## src/rtl/bcs_pkg.sv

```systemverilog
package bcs_pkg;

    typedef enum logic [2:0] {
        KIND_MEMRD = 3'd0,
        KIND_FETCH = 3'd1,
        KIND_MEMWR = 3'd2,
        KIND_IORD  = 3'd3,
        KIND_IOWR  = 3'd4,
        KIND_INTA  = 3'd5,
        KIND_HALT  = 3'd6,
        KIND_NONE  = 3'd7
    } cyc_kind_e;

    typedef enum logic [2:0] {
        PH_IDLE = 3'd0,
        PH_T1   = 3'd1,
        PH_T2   = 3'd2,
        PH_TW   = 3'd3,
        PH_T3   = 3'd4,
        PH_HALT = 3'd5
    } cyc_phase_e;

    typedef struct packed {
        logic memr;
        logic m1;
        logic inp;
        logic outp;
        logic inta;
        logic hlta;
        logic wo;
    } bus_status_t;

    function automatic logic kind_reads(cyc_kind_e k);
        return (k == KIND_MEMRD) || (k == KIND_FETCH) ||
               (k == KIND_IORD)  || (k == KIND_INTA);
    endfunction

    function automatic logic kind_writes(cyc_kind_e k);
        return (k == KIND_MEMWR) || (k == KIND_IOWR);
    endfunction

    function automatic logic phase_strobed(cyc_phase_e p);
        return (p == PH_T2) || (p == PH_TW) || (p == PH_T3);
    endfunction

endpackage

```

## src/rtl/bcs_ready_qual.sv

```systemverilog
module bcs_ready_qual #(
    parameter int N_RDY = 2
) (
    input  logic [N_RDY-1:0] rdy_in,
    output logic             all_rdy
);
    logic [N_RDY:0] chain;

    assign chain[0] = 1'b1;

    genvar gi;
    generate
        for (gi = 0; gi < N_RDY; gi++) begin : g_and
            assign chain[gi+1] = chain[gi] & rdy_in[gi];
        end
    endgenerate

    assign all_rdy = chain[N_RDY];
endmodule

```

## src/rtl/bcs_status_enc.sv

```systemverilog
module bcs_status_enc
    import bcs_pkg::*;
(
    input  cyc_phase_e  phase,
    input  cyc_kind_e   kind,
    output bus_status_t status,
    output logic        rd_strobe,
    output logic        wr_strobe
);
    logic busy;

    always_comb begin
        busy      = (phase == PH_T1) || phase_strobed(phase);
        status    = '0;
        rd_strobe = phase_strobed(phase) && kind_reads(kind);
        wr_strobe = phase_strobed(phase) && kind_writes(kind);
        if (busy) begin
            unique case (kind)
                KIND_MEMRD: status.memr = 1'b1;
                KIND_FETCH: begin
                    status.memr = 1'b1;
                    status.m1   = 1'b1;
                end
                KIND_MEMWR: status.wo = 1'b1;
                KIND_IORD:  status.inp = 1'b1;
                KIND_IOWR: begin
                    status.outp = 1'b1;
                    status.wo   = 1'b1;
                end
                KIND_INTA:  status.inta = 1'b1;
                KIND_HALT:  status.hlta = 1'b1;
                default:    status = '0;
            endcase
        end
        if (phase == PH_HALT) begin
            status.hlta = 1'b1;
        end
    end
endmodule

```

## src/rtl/bcs_seq_fsm.sv

```systemverilog
module bcs_seq_fsm
    import bcs_pkg::*;
#(
    parameter int ADDR_W = 16,
    parameter int DATA_W = 8
) (
    input  logic              clk,
    input  logic              rst,
    input  logic              req_valid,
    input  logic [2:0]        req_kind,
    input  logic [ADDR_W-1:0] req_addr,
    input  logic [DATA_W-1:0] req_wdata,
    input  logic              all_rdy,
    input  logic              intr_evt,
    input  logic [DATA_W-1:0] bus_din,
    output cyc_phase_e        phase,
    output cyc_kind_e         kind,
    output logic [ADDR_W-1:0] addr,
    output logic [DATA_W-1:0] wdata,
    output logic [DATA_W-1:0] rdata,
    output logic              done
);
    typedef struct packed {
        cyc_phase_e        phase;
        cyc_kind_e         kind;
        logic [ADDR_W-1:0] addr;
        logic [DATA_W-1:0] wdata;
        logic [DATA_W-1:0] rdata;
        logic              done;
    } seq_state_t;

    seq_state_t st_d, st_q;
    cyc_kind_e  in_kind;

    assign in_kind = cyc_kind_e'(req_kind);

    always_comb begin
        st_d      = st_q;
        st_d.done = 1'b0;
        unique case (st_q.phase)
            PH_IDLE: begin
                if (req_valid && (in_kind != KIND_NONE)) begin
                    st_d.phase = PH_T1;
                    st_d.kind  = in_kind;
                    st_d.addr  = req_addr;
                    st_d.wdata = req_wdata;
                end
            end
            PH_T1: begin
                st_d.phase = (st_q.kind == KIND_HALT) ? PH_HALT : PH_T2;
            end
            PH_T2, PH_TW: begin
                st_d.phase = all_rdy ? PH_T3 : PH_TW;
            end
            PH_T3: begin
                st_d.phase = PH_IDLE;
                st_d.done  = 1'b1;
                if (kind_reads(st_q.kind)) begin
                    st_d.rdata = bus_din;
                end
            end
            PH_HALT: begin
                if (intr_evt) begin
                    st_d.phase = PH_IDLE;
                    st_d.done  = 1'b1;
                end
            end
            default: st_d.phase = PH_IDLE;
        endcase
    end

    always_ff @(posedge clk) begin
        if (rst) begin
            st_q <= '0;
        end else begin
            st_q <= st_d;
        end
    end

    assign phase = st_q.phase;
    assign kind  = st_q.kind;
    assign addr  = st_q.addr;
    assign wdata = st_q.wdata;
    assign rdata = st_q.rdata;
    assign done  = st_q.done;
endmodule

```

## src/rtl/bus_cycle_seq.sv

```systemverilog
module bus_cycle_seq
    import bcs_pkg::*;
#(
    parameter int ADDR_W = 16,
    parameter int DATA_W = 8
) (
    input  logic              clk,
    input  logic              rst,
    input  logic              req_valid,
    input  logic [2:0]        req_kind,
    input  logic [ADDR_W-1:0] req_addr,
    input  logic [DATA_W-1:0] req_wdata,
    output logic              req_ready,
    input  logic              intr_evt,
    input  logic              bus_rdy,
    input  logic              bus_xrdy,
    input  logic [DATA_W-1:0] bus_din,
    output logic [ADDR_W-1:0] bus_addr,
    output logic [DATA_W-1:0] bus_dout,
    output logic              psync,
    output logic              pstval_n,
    output logic              pdbin,
    output logic              pwr_n,
    output logic              mwrt,
    output logic              s_memr,
    output logic              s_m1,
    output logic              s_inp,
    output logic              s_out,
    output logic              s_inta,
    output logic              s_hlta,
    output logic              s_wo_n,
    output logic              rsp_done,
    output logic [DATA_W-1:0] rsp_rdata
);
    localparam int N_RDY = 2;

    cyc_phase_e        phase;
    cyc_kind_e         kind;
    logic [ADDR_W-1:0] addr;
    logic [DATA_W-1:0] wdata;
    logic              all_rdy;
    bus_status_t       status;
    logic              rd_strobe;
    logic              wr_strobe;

    bcs_ready_qual #(.N_RDY(N_RDY)) u_rdy (
        .rdy_in  ({bus_xrdy, bus_rdy}),
        .all_rdy (all_rdy)
    );

    bcs_seq_fsm #(.ADDR_W(ADDR_W), .DATA_W(DATA_W)) u_fsm (
        .clk       (clk),
        .rst       (rst),
        .req_valid (req_valid),
        .req_kind  (req_kind),
        .req_addr  (req_addr),
        .req_wdata (req_wdata),
        .all_rdy   (all_rdy),
        .intr_evt  (intr_evt),
        .bus_din   (bus_din),
        .phase     (phase),
        .kind      (kind),
        .addr      (addr),
        .wdata     (wdata),
        .rdata     (rsp_rdata),
        .done      (rsp_done)
    );

    bcs_status_enc u_enc (
        .phase     (phase),
        .kind      (kind),
        .status    (status),
        .rd_strobe (rd_strobe),
        .wr_strobe (wr_strobe)
    );

    assign req_ready = (phase == PH_IDLE);
    assign psync     = (phase == PH_T1);
    assign pstval_n  = !(phase == PH_T1);
    assign pdbin     = rd_strobe;
    assign pwr_n     = !wr_strobe;
    assign bus_addr  = (phase != PH_IDLE) ? addr : '0;
    assign bus_dout  = wr_strobe ? wdata : '0;
    assign s_memr    = status.memr;
    assign s_m1      = status.m1;
    assign s_inp     = status.inp;
    assign s_out     = status.outp;
    assign s_inta    = status.inta;
    assign s_hlta    = status.hlta;
    assign s_wo_n    = !status.wo;
    assign mwrt      = !pwr_n && !s_out;
endmodule

```

## config.mk

```make
export PLATFORM = sky130hd
export DESIGN_NAME = bus_cycle_seq
export DESIGN_NICKNAME = d
export VERILOG_FILES = /design/src/rtl/bcs_pkg.sv /design/src/rtl/bcs_ready_qual.sv /design/src/rtl/bcs_status_enc.sv /design/src/rtl/bcs_seq_fsm.sv /design/src/rtl/bus_cycle_seq.sv
export SDC_FILE = /design/constraint.sdc
export NUM_CORES = 1
export LEC_CHECK = 0
export BUFFER_PORTS_ARGS = -buffer_cell sky130_fd_sc_hd__buf_4
export CAP_MARGIN = 20
export CORE_ASPECT_RATIO = 1.25
export CORE_MARGIN = 1.5
export CORE_UTILIZATION = 47
export DETAILED_ROUTE_END_ITERATION = 6
export GPL_TIMING_DRIVEN = 0
export PLACE_DENSITY = 0.76
export SLEW_MARGIN = 30
export SYNTH_ARGS = -nofsm -noshare
export SYNTH_HDL_FRONTEND = slang
export SYNTH_HIERARCHICAL = 1
export SYNTH_SLANG_ARGS = --single-unit
```

## constraint.sdc

```tcl
create_clock -name clk -period 1.9 [get_ports clk]
set_input_delay 0.19 -clock clk [delete_from_list [all_inputs] [get_ports clk]]
set_output_delay 0.19 -clock clk [all_outputs]
set_load 0.03 [all_outputs]
```

# Word-level counts from Yosys, hierarchy flattened
# Cells that the tools add are included.
# W data, S select, Z words.
# totals
regBits,39
in_bits,41
# op_classes
n_eq_ne,14
mux,18
bitwise_logic,1
n_reduce_logical,24
# op_table
operator,count
$mux W30,1
$mux W16,1
$eq A3 B3 Y1 const B,5
$eq A3 B2 Y1 const B,4
$pmux W3 S4,1
$mux W1,9
$mux W3,3
$mux W8,1
$logic_or A1 B1 Y1,7
$mux W7,1
$eq A3 B1 Y1 const B,2
$logic_not A3 Y1,2
$reduce_and A2 Y1,3
$reduce_or A2 Y1,3
$logic_and A1 B1 Y1,4
$logic_not A1 Y1,4
$ne A3 B3 Y1 const B,1
$reduce_bool A3 Y1,1
$ne A2 B1 Y1 const B,1
$ne A2 B2 Y1 const B,1
$pmux W1 S2,1
$and A1 B1 Y1,1

# Depth between registers and ports, before layout
# Gate-level depths: netlist of the first run.
# logic_depth
word_depth,7
depth_mapped,6

# Modules after synthesis
# The synthesis of the first run kept the hierarchy.
# modules_own_cells
mod,instances,cells_per_inst,area_each_um2,seq_area_each_um2
bcs_seq_fsm,1,177,1544.0,780.7
bus_cycle_seq,1,36,302.8,0.0
bcs_status_enc,1,21,136.4,0.0
bcs_ready_qual,1,1,6.3,0.0

# Worst setup path before layout of the first run
# No wires, ideal clock.
# synth_timing
path_type,reg2out
start,"register u_fsm.st_q, in the netlist u_fsm/phase[2]"
end,output port mwrt
t_arrival_ns,1.753
setup_slack_ns,-0.043
path_stages_with_launch,5
path_buffers,0
cell_sequence,dfxtp_1 nor3_1 or3_4 nor3b_2 nor2b_1
# synth_via
elab_chain_cells,7
# synth_rtl
element,line_no,source
from (decl),bcs_seq_fsm.sv:32,"seq_state_t st_d, st_q;"
from (signal assigned),bcs_seq_fsm.sv:76,st_q <= st_d;
$eq A3 B2 Y1,bcs_pkg.sv:43,return (p == PH_T2) || (p == PH_TW) || (p == PH_T3);
$logic_or A1 B1 Y1 (2 in a row),bcs_pkg.sv:43,
$logic_or A1 B1 Y1 (*),bcs_status_enc.sv:13,busy = (phase == PH_T1) || phase_strobed(phase);
$mux W7 (*),bcs_status_enc.sv:17,if (busy) begin
via s_out,bus_cycle_seq.sv:28,"output logic s_out,"
$logic_not A1 Y1 (*),bus_cycle_seq.sv:91,assign mwrt = !pwr_n && !s_out;
$logic_and A1 B1 Y1 (*),bus_cycle_seq.sv:91,
to (decl),bus_cycle_seq.sv:24,"output logic mwrt,"
# Mark *: on every way through the listed nets, which the timed path passes. The rest lies on a longest branch.

# Final worst setup path of the first run
# layout_timing
start,"register u_fsm.st_q, in the netlist u_fsm/phase[1]"
end,output port mwrt
# layout_via
elab_chain_cells,7
# layout_rtl
element,line_no
$eq A3 B2 Y1,bcs_pkg.sv:43
$logic_or A1 B1 Y1 (2 in a row),bcs_pkg.sv:43
$logic_or A1 B1 Y1,bcs_status_enc.sv:13
$mux W7,bcs_status_enc.sv:17
$logic_not A1 Y1,bus_cycle_seq.sv:91
$logic_and A1 B1 Y1 (*),bus_cycle_seq.sv:91
# Mark *: on every way between the ends. The rest lies on a longest branch, timed or not.

==> results of run 1 <==
[power by group]
| part | switching [W] | internal [W] | total (W) |
|---|---|---|---|
| Clock | 0.000280 | 0.000285 | 0.000565 |
| Sequential | 0.0000351 | 0.000862 | 0.000897 |
| Combinational | 0.000228 | 0.000198 | 0.000427 |
| Total | 0.000544 | 0.00134 | 0.00189 |
[sequential cells by signal, summed over array words and instances, names as in the netlist]
signal,count
u_fsm/addr,16
u_fsm/rdata,8
u_fsm/wdata,8
u_fsm/kind,3
u_fsm/phase,3
u_fsm/done,1
[layout make-up]
cell class / instances / share of cell area
multi-input combinational: 176 / 0.3832
inverter: 4 / 0.005144
sequential: 39 / 0.2726
clock buffer: 6 / 0.02829
timing repair buffer: 93 / 0.2392
buffer: 17 / 0.04586
clock inverter: 1 / 0.001715
tap: 56 / 0.02400
[metal layers]
layer,global-route usage,part of all wire
met3,0.05093,0.054
met1,0.2526,0.40
met2,0.3877,0.53
met5,0,0
met4,0.06280,0.0093
[per-stage QoR]
stage | utilization | cell area, um^2 | worst slack, ns
finish | 0.7178 | 2919 | 0.06271
global route | 0.7178 | 2919 | -0.01921
CTS | 0.7015 | 2853 | -0.001470
detailed placement | 0.6649 | 2704 | -0.1775
global placement | 0.6649 | 2704 | -0.2047
floorplan | - | 1996 | 0.02444
[cell usage in the layout (no fill, tap or decap), types with 3 or more instances in the layout]
| cell type | count |
|---|---|
| sky130_fd_sc_hd__a21oi_1 | 29 |
| sky130_fd_sc_hd__and2_1 | 9 |
| sky130_fd_sc_hd__buf_2 | 3 |
| sky130_fd_sc_hd__buf_4 | 96 |
| sky130_fd_sc_hd__buf_6 | 4 |
| sky130_fd_sc_hd__clkbuf_1 | 4 |
| sky130_fd_sc_hd__clkbuf_8 | 7 |
| sky130_fd_sc_hd__dfxtp_1 | 33 |
| sky130_fd_sc_hd__dfxtp_2 | 3 |
| sky130_fd_sc_hd__dfxtp_4 | 3 |
| sky130_fd_sc_hd__inv_1 | 4 |
| sky130_fd_sc_hd__mux2i_1 | 8 |
| sky130_fd_sc_hd__nand2_1 | 56 |
| sky130_fd_sc_hd__nand2b_1 | 3 |
| sky130_fd_sc_hd__nand3_1 | 3 |
| sky130_fd_sc_hd__nor2_1 | 6 |
| sky130_fd_sc_hd__nor2b_1 | 3 |
| sky130_fd_sc_hd__nor3_1 | 4 |
| sky130_fd_sc_hd__nor3_2 | 3 |
| sky130_fd_sc_hd__o31a_1 | 8 |
| sky130_fd_sc_hd__o31a_2 | 8 |
| sky130_fd_sc_hd__or2b_2 | 14 |
[cell families after synthesis]
logic type,share of synthesized area
multiplexers,0.04528
flip-flops,0.3925
buffers and inverters,0.07295
XOR/XNOR,0.004403
adder cells (fa/ha/maj),0.01069
AND/OR/NAND/NOR,0.3031
AO/OA/AOI/OAI,0.1711
[worst max-delay path, cell delays in order (launching register included)]
cell                      delay, ns
sky130_fd_sc_hd__dfxtp_4       0.38
sky130_fd_sc_hd__o21a_1        0.19
sky130_fd_sc_hd__or3_4         0.36
sky130_fd_sc_hd__nor3b_4       0.20
sky130_fd_sc_hd__nor2b_1       0.06
sky130_fd_sc_hd__buf_4         0.16
[final timing paths]
| kind | to | cells past startpoint |
|---|---|---|
| worst max-delay path | mwrt | 5 |
| worst min-delay path | u_fsm/phase[1] | 2 |
| worst max register to register | u_fsm/addr[11] | 6 |
| worst min register to register | u_fsm/wdata[7] | 2 |
[repair_timing]
item	CTS	global route
pin swaps	4	4
setup buffers	5	3
setup endpoints to repair	14	20
gates cloned	0	1
resized for setup	9	9
==> metrics.md, run 1 <==
| Metric | Value |
|---|---|
| Outcome | `finished, final reports clean` |
| Beginning of the critical path | `u_fsm/phase[1]` |
| Fillers | `353` |
| Net count of the mapped netlist | `276` |
| Gr usage total | `0.2165` |
| Max Root-Sink Buffers | `2` |
| Maxcap violations | `0` |
| Number of design-rule violations left by the first detailed-router iteration | `94` |
| Required arrival time at the worst endpoint | `1.71 ns` |
| Overall routed net length | `4.964 mm` |
| Unrepaired setup endpoints after global routing | `yes` |
| # port buffers | `85` |
| Most used flip-flop cell after synthesis | `sky130_fd_sc_hd__dfxtp_1` |
| Insertion delay of the later-clocked pin in the worst-skew pair | `0.29 ns` |
| Clock tree from TritonCTS | `yes` |
| Multi-input gate area | `0.001119 mm^2` |
| Type of element capturing the critical path | `primary output` |
| Number of instances in the placed design | `376` |
| Worst r2r src | `u_fsm/phase[2]` |
| Ratio of cells with drive above 1 in the final layout | `0.4524` |
| Reg-to-reg setup timing slack | `0.22 ns` |
| Pin count of the biggest net entering global routing | `12` |
| Top area cells in the synthesized netlist | `sky130_fd_sc_hd__dfxtp_1 (39%), sky130_fd_sc_hd__nand2_1 (11%), sky130_fd_sc_hd__a21oi_1 (7.3%)` |
| Max Fclk | `0.5443 GHz` |
| Most common cell in the synthesized netlist | `sky130_fd_sc_hd__nand2_1` |
| Overall overflow remaining after global route | `0` |
| Post-route DRC | `0` |
| CP startpoint kind | `register` |
| Area occupied by registers | `795.8 um^2` |
| Largest clock skew in the final design | `0.007681 ns` |
| Vias | `1971` |
| Total power per unit cell area | `646.9 mW/mm^2` |
| Vias in the first global route | `1760` |
| Initial antenna violation count | `0` |
| Routability Congestion | `0.7289` |
| Filler-free cell count of the finished design | `392` |
| Area share of the largest cell type after synthesis | `0.3925` |
| Synth Cell Area | `0.001989 mm^2` |
| Count of different cell masters after synthesis | `38` |
| Rel. slew slack | `0.6705` |
| H-tree depth | `2` |
| Post-synth EDFFs | `0` |
| Most area-hungry cell type in the Yosys netlist | `sky130_fd_sc_hd__dfxtp_1` |
| Transition time at the pin with the least slew margin | `0.4926 ns` |
| CTS buffer count | `5` |
| Min Clock Period, post-route | `1.837 ns` |
| Flops & latches, synth | `39` |
| Most used standard cells in the synthesized netlist | `sky130_fd_sc_hd__nand2_1 (56), sky130_fd_sc_hd__dfxtp_1 (39), sky130_fd_sc_hd__a21oi_1 (29)` |
| Initial core utilization | `0.4892` |
| Hold Fails Final Rpt | `0` |
| Ratio of routed vias to standard cells | `5.028` |
| Row cnt | `26` |
| Worst setup path category | `reg2out` |
| Layout-stage area growth over the synthesis result | `46.73%` |
| Min-delay src | `rst` |
| Number of inserted diodes | `0` |
| Final net count | `377` |
| DIE WIDTH | `61.19 um` |
| Total negative setup slack | `0 ns` |
| CTS sink cnt | `39` |
| Cts hold-fix bufs | `0` |
| Worst VDD drop | `0.0004688 V` |
| Post-Synthesis Mean Instance Area | `8.466 um^2` |
| Area of the die | `0.004635 mm^2` |
| Final-report max-slew violation count | `0` |
| Sequential area share after synthesis | `0.3925` |
| Placeable core region | `0.004066 mm^2` |
| Async SR Flop Fraction | `0` |
| Clock slew seen by the registers of the worst setup and hold paths | `0.08 ns` |
| Count of synthesis-stage warnings from yosys | `6` |
| Data arrival at the endpoint of the critical path | `1.65 ns` |
| Classification of the worst-slack hold path | `in2reg` |
| Crit Path Max Fanout | `7` |
| Number of nets with antenna violations after detailed routing | `0` |
| Die Height | `75.74 um` |
| Number of search-and-repair iterations in the first detailed-routing pass | `4` |
| Number of instances in the synthesized netlist | `235` |
| DPL Wire Length | `3.450 mm` |
| Smallest hold slack | `0.1269 ns` |
| First-pass GRT wire length | `7.569 mm` |
| Endpoints failing setup | `0` |
| Root cell of the clock tree | `sky130_fd_sc_hd__clkbuf_8` |
| IO Pins | `87` |
| Power, Total | `0.001888 W` |
| Part of the cycle the worst path needs | `0.9670` |
| Static Leakage | `1.230 nW` |
| Average wire per cell in the routed design | `12.66 um` |
Power figures use the tool's default switching activity.
==> inputs of run 2 (changes only) <==
- clock period: 1.9 -> 1.7 ns (I/O delays scaled with it)
==> metrics.md, run 2 (synthesis gave the netlist of run 1 again) <==
| Metric | Value |
|---|---|
| CP startpoint kind | `register` |
| Ratio of cells with drive above 1 in the final layout | `0.5102` |
| Number of search-and-repair iterations in the first detailed-routing pass | `4` |
| Crit-path max cell delay | `0.43 ns` |
| Required arrival time at the worst endpoint | `1.53 ns` |
| Total power per unit cell area | `724.6 mW/mm^2` |
| IO Pins | `87` |
| Placeable core region | `0.004066 mm^2` |
| Outcome | `finished with violations` |
| Clock tree from TritonCTS | `yes` |
| Gr usage total | `0.2196` |
| Row cnt | `26` |
| Most common library cell in the layout ignoring fill and taps | `sky130_fd_sc_hd__buf_4` |
| Overall routed net length | `5.409 mm` |
| Min Clock Period, post-route | `1.821 ns` |
| Number of design-rule violations left by the first detailed-router iteration | `160` |
| Number of inserted diodes | `0` |
| Hold Fails Final Rpt | `0` |
| Number of nets with antenna violations after detailed routing | `0` |
| Transition time at the pin with the least slew margin | `0.4672 ns` |
| Flip-flop count of the largest register after layout | `16` |
| Average wire per cell in the routed design | `13.56 um` |
| Layout Cell Area excl Fill | `0.003196 mm^2` |
| Most frequent cell on the critical path | `sky130_fd_sc_hd__buf_6` |
| Root cell of the clock tree | `sky130_fd_sc_hd__clkbuf_8` |
| Endpoints failing setup | `13` |
| Type of element capturing the critical path | `primary output` |
| Data arrival at the endpoint of the critical path | `1.65 ns` |
| CTS buffer count | `5` |
| Area of the die | `0.004635 mm^2` |
| Layout-stage area growth over the synthesis result | `60.63%` |
| Maxcap violations | `0` |
| Kind of cell with the highest combined delay on the critical path | `simple AND/OR/NAND/NOR gates` |
| Ratio of routed vias to standard cells | `5.206` |
| Final-report max-slew violation count | `0` |
| # port buffers | `85` |
| Largest clock skew in the final design | `0.006575 ns` |
| Static Leakage | `1.332 nW` |
| H-tree depth | `2` |
| Total negative setup slack | `-0.5130 ns` |
| Worst setup path category | `reg2out` |
| DIE WIDTH | `61.19 um` |
| Max Root-Sink Buffers | `2` |
| Vias | `2077` |
| Initial core utilization | `0.4892` |
| Vias in the first global route | `1813` |
| Crit path cell chain | `buf_6 -> nor3_4 -> or3_4 -> nor3b_4 -> nor2b_2 -> buf_6` |
| Unrepaired setup endpoints after global routing | `yes` |
| Clock slew seen by the registers of the worst setup and hold paths | `0.08 ns` |
| Rel. slew slack | `0.6885` |
| Overall overflow remaining after global route | `0` |
| Initial antenna violation count | `0` |
| Violations in the final reports | `negative setup slack` |
| Instance area at placement | `0.002716 mm^2` |
| Worst VDD drop | `0.0005243 V` |
| CP max-delay cell | `sky130_fd_sc_hd__or3_4` |
| Insertion delay of the later-clocked pin in the worst-skew pair | `0.29 ns` |
| Final net count | `383` |
| Crit Path Max Fanout | `4` |
| Classification of the worst-slack hold path | `in2reg` |
| Cts hold-fix bufs | `0` |
| Top library cells by usage in the layout, fill and taps aside | `sky130_fd_sc_hd__buf_4 (75), sky130_fd_sc_hd__nand2_1 (56), sky130_fd_sc_hd__dfxtp_1 (33), sky130_fd_sc_hd__buf_6 (29), sky130_fd_sc_hd__a21oi_1 (29)` |
| Number of buffer and inverter stages on the critical path | `2` |
| Max Fclk | `0.5493 GHz` |
| Routability Congestion | `0.7140` |
| Die Height | `75.74 um` |
| Worst Slack Setup Final | `-0.1206 ns` |
| First-pass GRT wire length | `7.707 mm` |
| DPL Wire Length | `3.480 mm` |
| Part of the cycle the worst path needs | `1.071` |
| CTS sink cnt | `39` |
| Pin count of the biggest net entering global routing | `14` |
| Post-route DRC | `0` |
## run 2: report_power, final
group	internal [W]	total [W]	leakage (nW)	switching (W)
combinational	0.000263	0.000543	0.952	0.000280
sequential	0.000962	0.00100	0.322	0.0000404
clock	0.000437	0.000770	0.0581	0.000333
total	0.00166	0.00232	1.33	0.000653
## run 2: worst paths after layout
| check | slack, ns | cells after the start | startpoint | end |
|---|---|---|---|---|
| setup reg to reg | 0.02 | 7 | u_fsm/phase[0] | u_fsm/kind[0] |
| setup / recovery | -0.12 | 6 | u_fsm/phase[0] | mwrt |
| hold reg to reg | 0.46 | 2 | u_fsm/addr[9] | u_fsm/addr[9] |
| hold / removal | 0.12 | 3 | req_addr[6] | u_fsm/addr[6] |
## run 2: worst register-to-register path, delay by kind of cell, from the launching register on
kind	cells	cell delay (ns)
compound gates	1	0.12
buf+inv	3	0.59
flops	1	0.36
simple gates	3	0.54
## run 2: what timing repair did
action / in CTS / in global routing
pin swaps: 6 / 7
setup buffers: 8 / 7
setup endpoints to repair: 35 / 54
resized for setup: 43 / 28
## run 2: routing by layer
layer	wire length (um)	track usage	vias to the layer above
met1	2104	0.2411	985
met4	71	0.08213	0
met3	301	0.05263	8
met5	0	0	-
met2	2931	0.4007	71
li1	-	-	1013
## run 2: per-stage QoR
stage | instances | utilization | hold WS (ns) | power (W) | setup WS [ns]
global route | 399 | 0.7858 | 0.1143 | 0.002422 | -0.1718
detailed placement | 376 | 0.6680 | 0.4259 | 0.001466 | -0.4247
floorplan | 235 | - | 0.3060 | 0.001298 | -0.06365
CTS | 392 | 0.7458 | 0.1133 | 0.002268 | -0.1579
finish | 399 | 0.7858 | 0.1239 | 0.002316 | -0.1206
global placement | 376 | 0.6680 | 0.4165 | 0.001457 | -0.4596
## run 2: layout make-up
cell class | count | area [um^2]
Buffer | 17 | 156.4
Clock buffer | 5 | 68.82
Clock inverter | 3 | 43.79
Fill cell | 264 | 870.8
Inverter | 4 | 15.01
Multi-Input combinational cell | 175 | 1191
Sequential cell | 39 | 798.3
Tap cell | 56 | 70.07
Timing Repair Buffer | 100 | 852.1
==> inputs of run 3 (changes only) <==
- CELL_PAD_IN_SITES_DETAIL_PLACEMENT: default -> 1
- CELL_PAD_IN_SITES_GLOBAL_PLACEMENT: default -> 1
- CORE_UTILIZATION: 47 -> 33
- PLACE_DENSITY: 0.76 -> 0.75
==> metrics.md, run 3 (synthesis gave the netlist of run 1 again) <==
| Metric | Value |
|---|---|
| Root cell of the clock tree | `sky130_fd_sc_hd__clkbuf_8` |
| Crit path cell chain | `buf_4 -> nor3_2 -> or3_4 -> nor3b_4 -> nor2b_4 -> buf_6` |
| Met3 wirelength from detailed routing | `260 um` |
| Required arrival time at the worst endpoint | `1.53 ns` |
| Switching part of the total | `0.3089` |
| Clock slew seen by the registers of the worst setup and hold paths | `0.08 ns` |
| Worst Slack Setup Final | `-0.1742 ns` |
| Min Clock Period, post-route | `1.874 ns` |
| H-tree depth | `2` |
| Number of instances in the placed design | `386` |
| Power, Total | `0.002230 W` |
| Fraction of the core area covered by cells at the end of the flow | `0.5667` |
| Net switching power of the design | `0.0006887 W` |
| Initial core utilization | `0.3419` |
| CP max-delay cell | `sky130_fd_sc_hd__dfxtp_4` |
| Fraction of power consumed by the clock network | `0.279` |
| Unrepaired setup endpoints after global routing | `yes` |
| Top library cells by usage in the layout, fill and taps aside | `sky130_fd_sc_hd__buf_4 (70), sky130_fd_sc_hd__nand2_1 (56), sky130_fd_sc_hd__buf_6 (38), sky130_fd_sc_hd__dfxtp_1 (33), sky130_fd_sc_hd__a21oi_1 (29)` |
| Die Height | `89.81 um` |
| Average wire per cell in the routed design | `16.13 um` |
| Row cnt | `31` |
| # port buffers | `85` |
| Classification of the worst-slack hold path | `in2reg` |
| Worst setup path category | `reg2out` |
| Maxcap violations | `0` |
| Hold Fails Final Rpt | `0` |
| Filler-free cell count of the finished design | `415` |
| First-pass GRT wire length | `10.24 mm` |
| DPL Wire Length | `4.174 mm` |
| Max Fclk | `0.5336 GHz` |
| Total negative setup slack | `-2.142 ns` |
| Area of the die | `0.006506 mm^2` |
| Met2 Wirelength | `3.547 mm` |
| Placeable core region | `0.005818 mm^2` |
| Top routing layer used | `met4` |
| Number of nets with antenna violations after detailed routing | `0` |
| Number of search-and-repair iterations in the first detailed-routing pass | `4` |
| Number of design-rule violations left by the first detailed-router iteration | `58` |
| Static Leakage | `1.362 nW` |
| Routability Congestion | `0.7640` |
| Violations in the final reports | `negative setup slack` |
| Post-route DRC | `0` |
| Endpoints failing setup | `39` |
| Vias in the first global route | `2108` |
| CTS buffer count | `5` |
| Final net count | `389` |
| Largest clock skew in the final design | `0.002986 ns` |
| Number of inserted diodes | `0` |
| Ratio of cells with drive above 1 in the final layout | `0.5158` |
| Ratio of routed vias to standard cells | `5.053` |
| Total power per unit cell area | `676.3 mW/mm^2` |
| Insertion delay of the later-clocked pin in the worst-skew pair | `0.29 ns` |
| Flip-flop count of the largest register after layout | `16` |
| DIE WIDTH | `72.45 um` |
| Layout-stage area growth over the synthesis result | `65.72%` |
| Pin count of the biggest net entering global routing | `13` |
| CTS sink cnt | `39` |
| Crit-path max cell delay | `0.37 ns` |
| Final-report max-slew violation count | `0` |
| Routed met1 length | `2.839 mm` |
| Clock tree from TritonCTS | `yes` |
| Initial antenna violation count | `0` |
| Kind of cell with the highest combined delay on the critical path | `simple AND/OR/NAND/NOR gates` |
| Data arrival at the endpoint of the critical path | `1.70 ns` |
| Crit Path Max Fanout | `4` |
| Portion of total power attributed to sequential cells | `0.449` |
| Cts hold-fix bufs | `0` |
| Combinational Power Share | `0.272` |
| Part of the cycle the worst path needs | `1.102` |
| Transition time at the pin with the least slew margin | `0.4784 ns` |
| Type of element capturing the critical path | `primary output` |
| Int Pwr | `0.001541 W` |
| Gr usage total | `0.1963` |
| Worst VDD drop | `0.0006635 V` |
| Overall routed net length | `6.695 mm` |
| Vias | `2097` |
| Number of buffer and inverter stages on the critical path | `2` |
| CP startpoint kind | `register` |
| Most common library cell in the layout ignoring fill and taps | `sky130_fd_sc_hd__buf_4` |
| Rel. slew slack | `0.6811` |
| Overall overflow remaining after global route | `0` |
| Max Root-Sink Buffers | `2` |
| Outcome | `finished with violations` |
| IO Pins | `87` |
[run 3: cell types whose count changed in the layout (fill, tap and decap cells not counted), sizes merged]
cell	change
bufinv	-1
clkinv	-1
nor3	+1
clkbuf	+4
buf	+3
[run 3: what timing repair did]
action / CTS / global route
gates resized for setup: 32 / 52
endpoints found under the setup margin: 35 / 48
cloned: 1 / 1
pin swaps: 7 / 22
setup buffers: 12 / 8
[run 3: power by group through the flow]
stage / clock [W] / sequential (W) / combinational [W]
after floorplan: 0 / 0.00102 / 0.000280
after detailed placement: 0 / 0.00103 / 0.000452
after CTS: 0.000646 / 0.00100 / 0.000518
after global placement: 0 / 0.00103 / 0.000443
final: 0.000622 / 0.00100 / 0.000607
after global routing: 0.000684 / 0.00101 / 0.000653
[run 3: layer usage]
| metal | global-route usage | vias up |
|---|---|---|
| met4 | 0.03774 | 0 |
| met2 | 0.3449 | 54 |
| li1 | - | 1024 |
| met3 | 0.04260 | 5 |
| met1 | 0.2442 | 1014 |
| met5 | 0 | - |
[run 3: path summary, 6_finish.rpt]
path | slack, ns | cells past startpoint | to | from
hold / removal | 0.11 | 2 | u_fsm/phase[1] | rst
setup reg to reg | -0.04 | 8 | u_fsm/addr[8] | u_fsm/phase[0]
setup / recovery | -0.17 | 6 | mwrt | u_fsm/phase[0]
hold reg to reg | 0.46 | 2 | u_fsm/wdata[7] | u_fsm/wdata[7]
[run 3: final cells by class]
type,count,area [um^2]
buffer,16,147.6
clock buffer,7,76.32
clock inverter,1,5.005
fill,676,2521
inverter,4,15.01
multi-input combinational,176,1217
sequential,39,800.8
tap,66,82.58
timing repair buffer,106,952.2
[run 3: metrics by stage]
stage / setup WS (ns) / hold slack (ns) / instance area [um^2]
final: -0.1742 / 0.1133 / 3297
after detailed placement: -0.4904 / 0.4294 / 2729
after CTS: -0.1609 / 0.1087 / 3019
after floorplan: -0.06365 / 0.3060 / 2008
after global routing: -0.2381 / 0.1120 / 3297
after global placement: -0.4565 / 0.4190 / 2729
